--- src/rtl/irq_expander.sv ---
module irq_expander #(
  parameter int LINES  = 16,
  parameter int ADDR_W = 8,
  parameter bit [ADDR_W-1:0] OFS_PEND  = 'h16,
  parameter bit [ADDR_W-1:0] OFS_RAW   = 'h18,
  parameter bit [ADDR_W-1:0] OFS_ENSET = 'h1A,
  parameter bit [ADDR_W-1:0] OFS_ENCLR = 'h1C
) (
  input  logic              clk,
  input  logic              rst_n,
  input  logic [ADDR_W-1:0] addr,
  input  logic              wr_en,
  input  logic              rd_en,
  input  logic [LINES-1:0]  wdata,
  output logic [LINES-1:0]  rdata,
  input  logic [LINES-1:0]  src_in,
  output logic              irq_out
);

  logic [LINES-1:0] sync1, sync2, prev, pend, en, rise, rd_val;
  logic hit_pend, hit_set, hit_clr;

  assign rise     = sync2 & ~prev;
  assign hit_pend = wr_en && (addr == OFS_PEND);
  assign hit_set  = wr_en && (addr == OFS_ENSET);
  assign hit_clr  = wr_en && (addr == OFS_ENCLR);
  assign irq_out  = |(pend & en);

  always_comb begin
    case (addr)
      OFS_PEND:  rd_val = pend;
      OFS_RAW:   rd_val = sync2;
      OFS_ENSET: rd_val = en;
      OFS_ENCLR: rd_val = en;
      default:   rd_val = '0;
    endcase
  end

  always_ff @(posedge clk) begin
    if (!rst_n) begin
      sync1 <= '0;
      sync2 <= '0;
      prev  <= '0;
      pend  <= '0;
      en    <= '0;
      rdata <= '0;
    end else begin
      sync1 <= src_in;
      sync2 <= sync1;
      prev  <= sync2;
      pend  <= (pend & ~(hit_pend ? wdata : '0)) | rise;
      if (hit_set) en <= en | wdata;
      else if (hit_clr) en <= en & ~wdata;
      rdata <= rd_en ? rd_val : '0;
    end
  end

  p_edge_sets_r8: assert property (@(posedge clk) disable iff (!rst_n)
    (|rise) |=> ((pend & $past(rise)) == $past(rise)));

  p_w1c_r7: assert property (@(posedge clk) disable iff (!rst_n)
    (hit_pend && !(|rise)) |=> ((pend & $past(wdata)) == '0));

  p_mask_set_r4: assert property (@(posedge clk) disable iff (!rst_n)
    hit_set |=> ((en & $past(wdata)) == $past(wdata)));

  p_mask_clr_r5: assert property (@(posedge clk) disable iff (!rst_n)
    hit_clr |=> ((en & $past(wdata)) == '0));

  p_mask_hold_r11: assert property (@(posedge clk) disable iff (!rst_n)
    !(hit_set || hit_clr) |=> $stable(en));

  p_irq_hold_r9: assert property (@(posedge clk) disable iff (!rst_n)
    (irq_out && !hit_pend && !hit_clr) |=> irq_out);

  p_rdata_idle_r10: assert property (@(posedge clk) disable iff (!rst_n)
    !rd_en |=> (rdata == '0));

endmodule

--- config.mk ---
export PLATFORM = sky130hd
export DESIGN_NAME = irq_expander
export DESIGN_NICKNAME = d
export VERILOG_FILES = /design/src/rtl/irq_expander.sv
export SDC_FILE = /design/constraint.sdc
export NUM_CORES = 1
export LEC_CHECK = 0
export CORE_ASPECT_RATIO = 1.25
export CORE_MARGIN = 1.5
export CORE_UTILIZATION = 26
export DETAILED_ROUTE_END_ITERATION = 10
export PLACE_DENSITY = 0.53
export SLEW_MARGIN = 20
export SYNTH_ARGS = -nofsm -noshare
export SYNTH_HDL_FRONTEND = slang
export SYNTH_SLANG_ARGS = --single-unit
--- constraint.sdc ---
create_clock -name clk -period 2.65 [get_ports clk]
set_clock_uncertainty 0.2 [all_clocks]
set_input_delay 0.53 -clock clk [delete_from_list [all_inputs] [get_ports clk]]
set_output_delay 0.53 -clock clk [all_outputs]
set_load 0.02 [all_outputs]
==> flow_summary.toml, run 1 <==
[status]
status = "finished clean"

[logic_synthesis]
netlist_top_cells_count = "dfxtp_1, and2_1, nand2_1, nor2_1"
syn_inst = 334
synth_top_cell_area_share = 0.5501
synth-edff-count = 0
yosysSeqAreaShare = 0.5501
async_flop_share = 0
ys_warn_count = 0
syn_nets = 378
ys_ff_latch = 96
synth_top_area_cell = "dfxtp_1"
synth.avg_cell_area_um2 = 10.46
ys.flop_type = "dfxtp_1"
yosys-top-cells-area = "dfxtp_1, and2_1, o221a_2"
synth_cell_type_count = 30
syn_area_mm2 = 0.003493
yosysMostFrequentCell = "dfxtp_1"

[worst_setup_path]
cp-end-kind = "flip-flop"
critPathBufInv = 2
cp.arrival_ns = 2.54
slowest_stage = "or4b_4"
cp_top_family = "simple AND/OR/NAND/NOR gates"
critPathMaxFanout = 16
slowest_delay_ns = 0.55
ff2ff_setup_slack_ns = 1.53
worstPathCellList = "clkdlybuf4s50_1, or4b_4, or4_1, buf_4, o21ai_0, a21boi_1"
required_ns = 2.67
path_class = "primary input to flip-flop"
start_kind = "primary input"

[job]
drv_cap = 0

[floorplan]
start_util = 0.2652
fp.dieW_um = 106.7
dieArea_mm2 = 0.01414
die_h_um = 132.6
ios = 61
coreArea_mm2 = 0.01317
fp-row-count = 47

[route]
dr_wl_met3_um = 277
dr.pass1.iters = 4
wl_met2_um = 4208
viasPerCell = 4.423
detail_route.wl_per_cell_um = 14.52
drtIter0Drc = 151
antenna_left = 0
vias = 2539
wl_met1_um = 3623
finalWirelength_um = 8335
drc = 0
dr.max_layer_used = "met4"

[sta]
hold_viol = 0
rsz0062_at_grt = "false"
final-setup-viol-count = 0
clock.fmax_ghz = 0.3972
slew-limit-headroom = 0.4956
tns_ns = 0
drv_slew = 0
min_period_ns = 2.518
tightestPinTransition_ns = 0.7539
fin_crit_sh = 0.9501

[cells_and_area]
seq_area_mm2 = 0.001922
n_fill_cell = 1350
nNetsFinal = 442
layout-drive-gt1-share = 0.1315
multi_input_area_mm2 = 0.001464
area_growth_pct = 33.20
antenna_cells = 0
fin_util = 0.3532

[placed_design]
io_buffers = 60
globalplace.congestion = 0.7821
dpl.hpwl_um = 5961

[clock_network]
insertion_delay_ns = 0.34
root_buffer = "clkbuf_16"
cts_setup_buffers = 0
cts_inserted_buffers = 9
htree_levels = 3
ctsHoldBuffers = 0
clock_path_buffers = 2
cts_tree = "built"
clock_sinks = 96
path_clk_slew_ns = 0.06

[global_route]
antenna_found_initial = 0
grtUsageTotal = 0.1234
first_global_vias = 2500
grt.overflow.total = 0
grt_max_degree = 40
grt_pass1_wl_um = 13300

[power]
p_leak_nw = 1.686
power.density_mw_per_mm2 = 664.5
ir_drop_uv = 319.9
power_mw = 3.092

[worst_hold_path]
hold_path_class = "flip-flop to flip-flop"
[power by group]
part,total [mW],switching (mW),leakage [nW],internal [mW]
combinational,0.184,0.0830,0.746,0.101
sequential,1.51,0.0234,0.784,1.49
clock,1.40,0.543,0.157,0.857
total,3.09,0.649,1.69,2.44
[worst paths after layout]
path,startpoint,endpoint,depth (start not counted)
worst max-delay path,addr[0],pend[1],6
worst min-delay path,sync1[15],sync2[15],1
worst max register to register,flip-flop,rdata[2],3
worst min register to register,sync1[15],sync2[15],1
[per-stage QoR]
stage	instance area, um2	cells	setup slack, ns	hold WS [ns]
after CTS	4653	574	0.1460	0.2340
final	4653	574	0.1322	0.2319
after floorplan	3493	334	0.3264	0.2119
after global routing	4653	574	0.03111	0.2451
after global placement	4324	558	-0.1366	0.2175
after detailed placement	4324	558	-0.2072	0.2184
[cell families after synthesis]
group                  after synthesis  synth area share
AND/OR/NAND/NOR                    125            0.2095
flip-flops                          96            0.5501
AO/OA/AOI/OAI                       88            0.2045
buffers and inverters               23           0.03080
XOR/XNOR                             2          0.005015
[worst reg2reg max path: stages, from the launching register on]
cell	delay [ns]
dfxtp_1	0.34
a22oi_1	0.18
o2bb2ai_1	0.11
and2_1	0.18
[placed cells by master (no fill, tap or decap), drive strengths merged]
cell type      count
bufinv             2
clkinvlp           2
and2              63
clkbuf            10
o221a             16
nor4b              1
a22o               5
or4b               1
nor4               2
or4                1
or3b               1
nor2b              1
nand2             18
clkdlybuf4s50     58
a21boi            16
o2bb2ai           15
nor2              18
clkinv             1
nand2b            16
dfxtp             96
nand3              1
inv                2
dlygate4sd2        1
nand4              2
a221oi             4
a22oi             16
xor2               2
buf               16
o21ai             16
[metal layers]
metal	GRT usage	vias up
met5	0	-
met4	0.05926	0
met3	0.02808	13
met2	0.2105	50
met1	0.1447	1177
li1	-	1299
[area by class of cell]
cell class / count / share of cell area
Sequential cell: 96 / 0.4130
Multi-Input combinational cell: 215 / 0.3146
Inverter: 1 / 0.0008067
Tap cell: 171 / 0.04598
Clock inverter: 6 / 0.01963
Timing Repair Buffer: 75 / 0.1546
Clock buffer: 10 / 0.05136
[repair_timing]
action | in CTS | in global routing
endpoints found under the hold margin | 0 | 0
endpoints found under the setup margin | 1 | 0
resized for setup | 1 | 0
Note: power is estimated with default switching activity, not from simulation.
==> inputs of run 2 (changes only) <==
--- a/config.mk
+++ b/config.mk
@@ -10,6 +10,7 @@
 export CORE_UTILIZATION = 26
 export DETAILED_ROUTE_END_ITERATION = 10
 export PLACE_DENSITY = 0.53
+export REMOVE_ABC_BUFFERS = 1
 export SLEW_MARGIN = 20
 export SYNTH_ARGS = -nofsm -noshare
 export SYNTH_HDL_FRONTEND = slang
==> run 2 against run 1 <==
Effect of this change:
- non-clock buffer count is the same
- combinational power is 3% higher
- fmax is 1.2% higher
- wire length is 2.2% higher
- highest routed layer unchanged
- largest power group unchanged
- design area rose by 1.0%
==> flow_summary.toml, run 2 (same netlist as run 1, synthesis figures left out) <==
[status]
status = "finished clean"

[global_route]
grtUsageTotal = 0.1296
grt_pass1_wl_um = 14030
grt.overflow.total = 0
first_global_vias = 2722
grt_max_degree = 78
antenna_found_initial = 0

[worst_setup_path]
critPathMaxFanout = 16
slowest_delay_ns = 0.55
reg2reg_to = "rdata[9]"
reg2regPathDepth = 3
ff2ff_setup_slack_ns = 1.58
required_ns = 2.68
cp-end-kind = "flip-flop"
cp.arrival_ns = 2.52
path_class = "primary input to flip-flop"
worstPathCellList = "clkdlybuf4s50_1, or4b_4, or4_1, buf_4, o21ai_0, a21boi_1"
start_kind = "primary input"
slowest_stage = "or4b_4"

[clock_network]
path_clk_slew_ns = 0.07
cts_tree = "built"
cts_inserted_buffers = 9
root_buffer = "clkbuf_16"
cts_setup_buffers = 0
ctsResizeCount = 2
ctsHoldBuffers = 0
insertion_delay_ns = 0.34
clock_sinks = 96
clock_path_buffers = 2
htree_levels = 3

[cells_and_area]
n_fill_cell = 1339
nNetsFinal = 442
area_growth_pct = 34.56
final_common_cell = "dfxtp_1"
antenna_cells = 0
fin_util = 0.3569
layout_common_cells = "dfxtp_1, and2_1, clkdlybuf4s50_1"
layout-drive-gt1-share = 0.1315

[route]
viasPerCell = 4.573
drc = 0
drtIter0Drc = 152
detail_route.wl_per_cell_um = 14.84
dr.pass1.iters = 4
vias = 2625
antenna_left = 0
finalWirelength_um = 8517

[sta]
slew-limit-headroom = 0.7689
rsz0062_at_grt = "false"
hold_viol = 0
min_period_ns = 2.487
final-setup-viol-count = 0
fin_crit_sh = 0.9385
hold_ws_ns = 0.2315
tightestPinTransition_ns = 0.3467
clock.fmax_ghz = 0.4021
drv_slew = 0

[worst_hold_path]
hold_path_class = "flip-flop to flip-flop"
holdPathStages = 1
hold_start = "sync1[13]"
min_to = "sync2[13]"

[job]
drv_cap = 0

[floorplan]
start_util = 0.2652
coreArea_mm2 = 0.01317
fp.dieW_um = 106.7
die_h_um = 132.6
ios = 61
dieArea_mm2 = 0.01414
fp-row-count = 47

[placed_design]
io_buffers = 60
globalplace.congestion = 0.7520
dpl.hpwl_um = 5485

[power]
ir_drop_uv = 305.9
p_leak_nw = 1.710
power.density_mw_per_mm2 = 678.1
[run 2: cell types whose count changed in the layout (fill, tap and decap cells not counted)]
| cell | before | now |
|---|---|---|
| clkinv_4 | 0 | 1 |
| a221oi_1 | 4 | 3 |
| clkinvlp_4 | 2 | 0 |
| a221oi_2 | 0 | 1 |
| buf_4 | 14 | 12 |
| inv_8 | 1 | 0 |
| bufinv_16 | 2 | 3 |
| buf_12 | 1 | 3 |
| clkbuf_1 | 0 | 1 |
[run 2: worst max-delay path, delay by kind of cell]
kind                   cells  cell delay, ns
AND/OR/NAND/NOR            2            1.03
buffers and inverters      2            0.66
AO/OA/AOI/OAI              2            0.29
[run 2: worst max path at each step]
stage                     slack, ns     start   endpoint  cells after the start
after floorplan                0.21   addr[0]  flip-flop                      4
after global placement        -0.15   addr[0]    pend[3]                      6
after detailed placement      -0.16   addr[0]    pend[0]                      6
after CTS                      0.15  pend[14]    irq_out                      4
after global routing           0.10   addr[0]    pend[3]                      6
final                          0.16   addr[0]    pend[2]                      6
[run 2: through the flow]
stage | power (mW) | instance area (um2) | setup TNS [ns] | instances | setup slack (ns)
2_1_floorplan | 1.601 | 3390 | 0 | 312 | 0.2090
3_3_place_gp | 1.727 | 4349 | -2.342 | 558 | -0.1514
3_5_place_dp | 1.731 | 4349 | -2.379 | 558 | -0.1635
4_1_cts | 3.232 | 4701 | 0 | 574 | 0.1472
5_1_grt | 3.309 | 4701 | 0 | 574 | 0.1045
6_report | 3.188 | 4701 | 0 | 574 | 0.1629
[run 2: where the power goes]
| group | leakage, nW | switching (mW) | internal (mW) |
|---|---|---|---|
| combinational | 0.756 | 0.0857 | 0.104 |
| clock | 0.170 | 0.542 | 0.948 |
| sequential | 0.784 | 0.0214 | 1.49 |
[run 2: final cells by class]
type,instances,area [um2],share of cell area
clock buffer,11,242.7,0.05164
clock inverter,5,103.9,0.02209
inverter,1,3.754,0.0007985
multi-input combinational,215,1470,0.3127
sequential,96,1922,0.4088
tap,171,214.0,0.04551
timing repair buffer,75,744.5,0.1584
[run 2: per-layer routing]
metal  GRT usage  share of wire  vias up
met3     0.03695          0.054       16
met1      0.1603           0.46     1240
met2      0.2076           0.47       70
li1            -              -     1299
met5           0              0        -
met4     0.05926          0.023        0
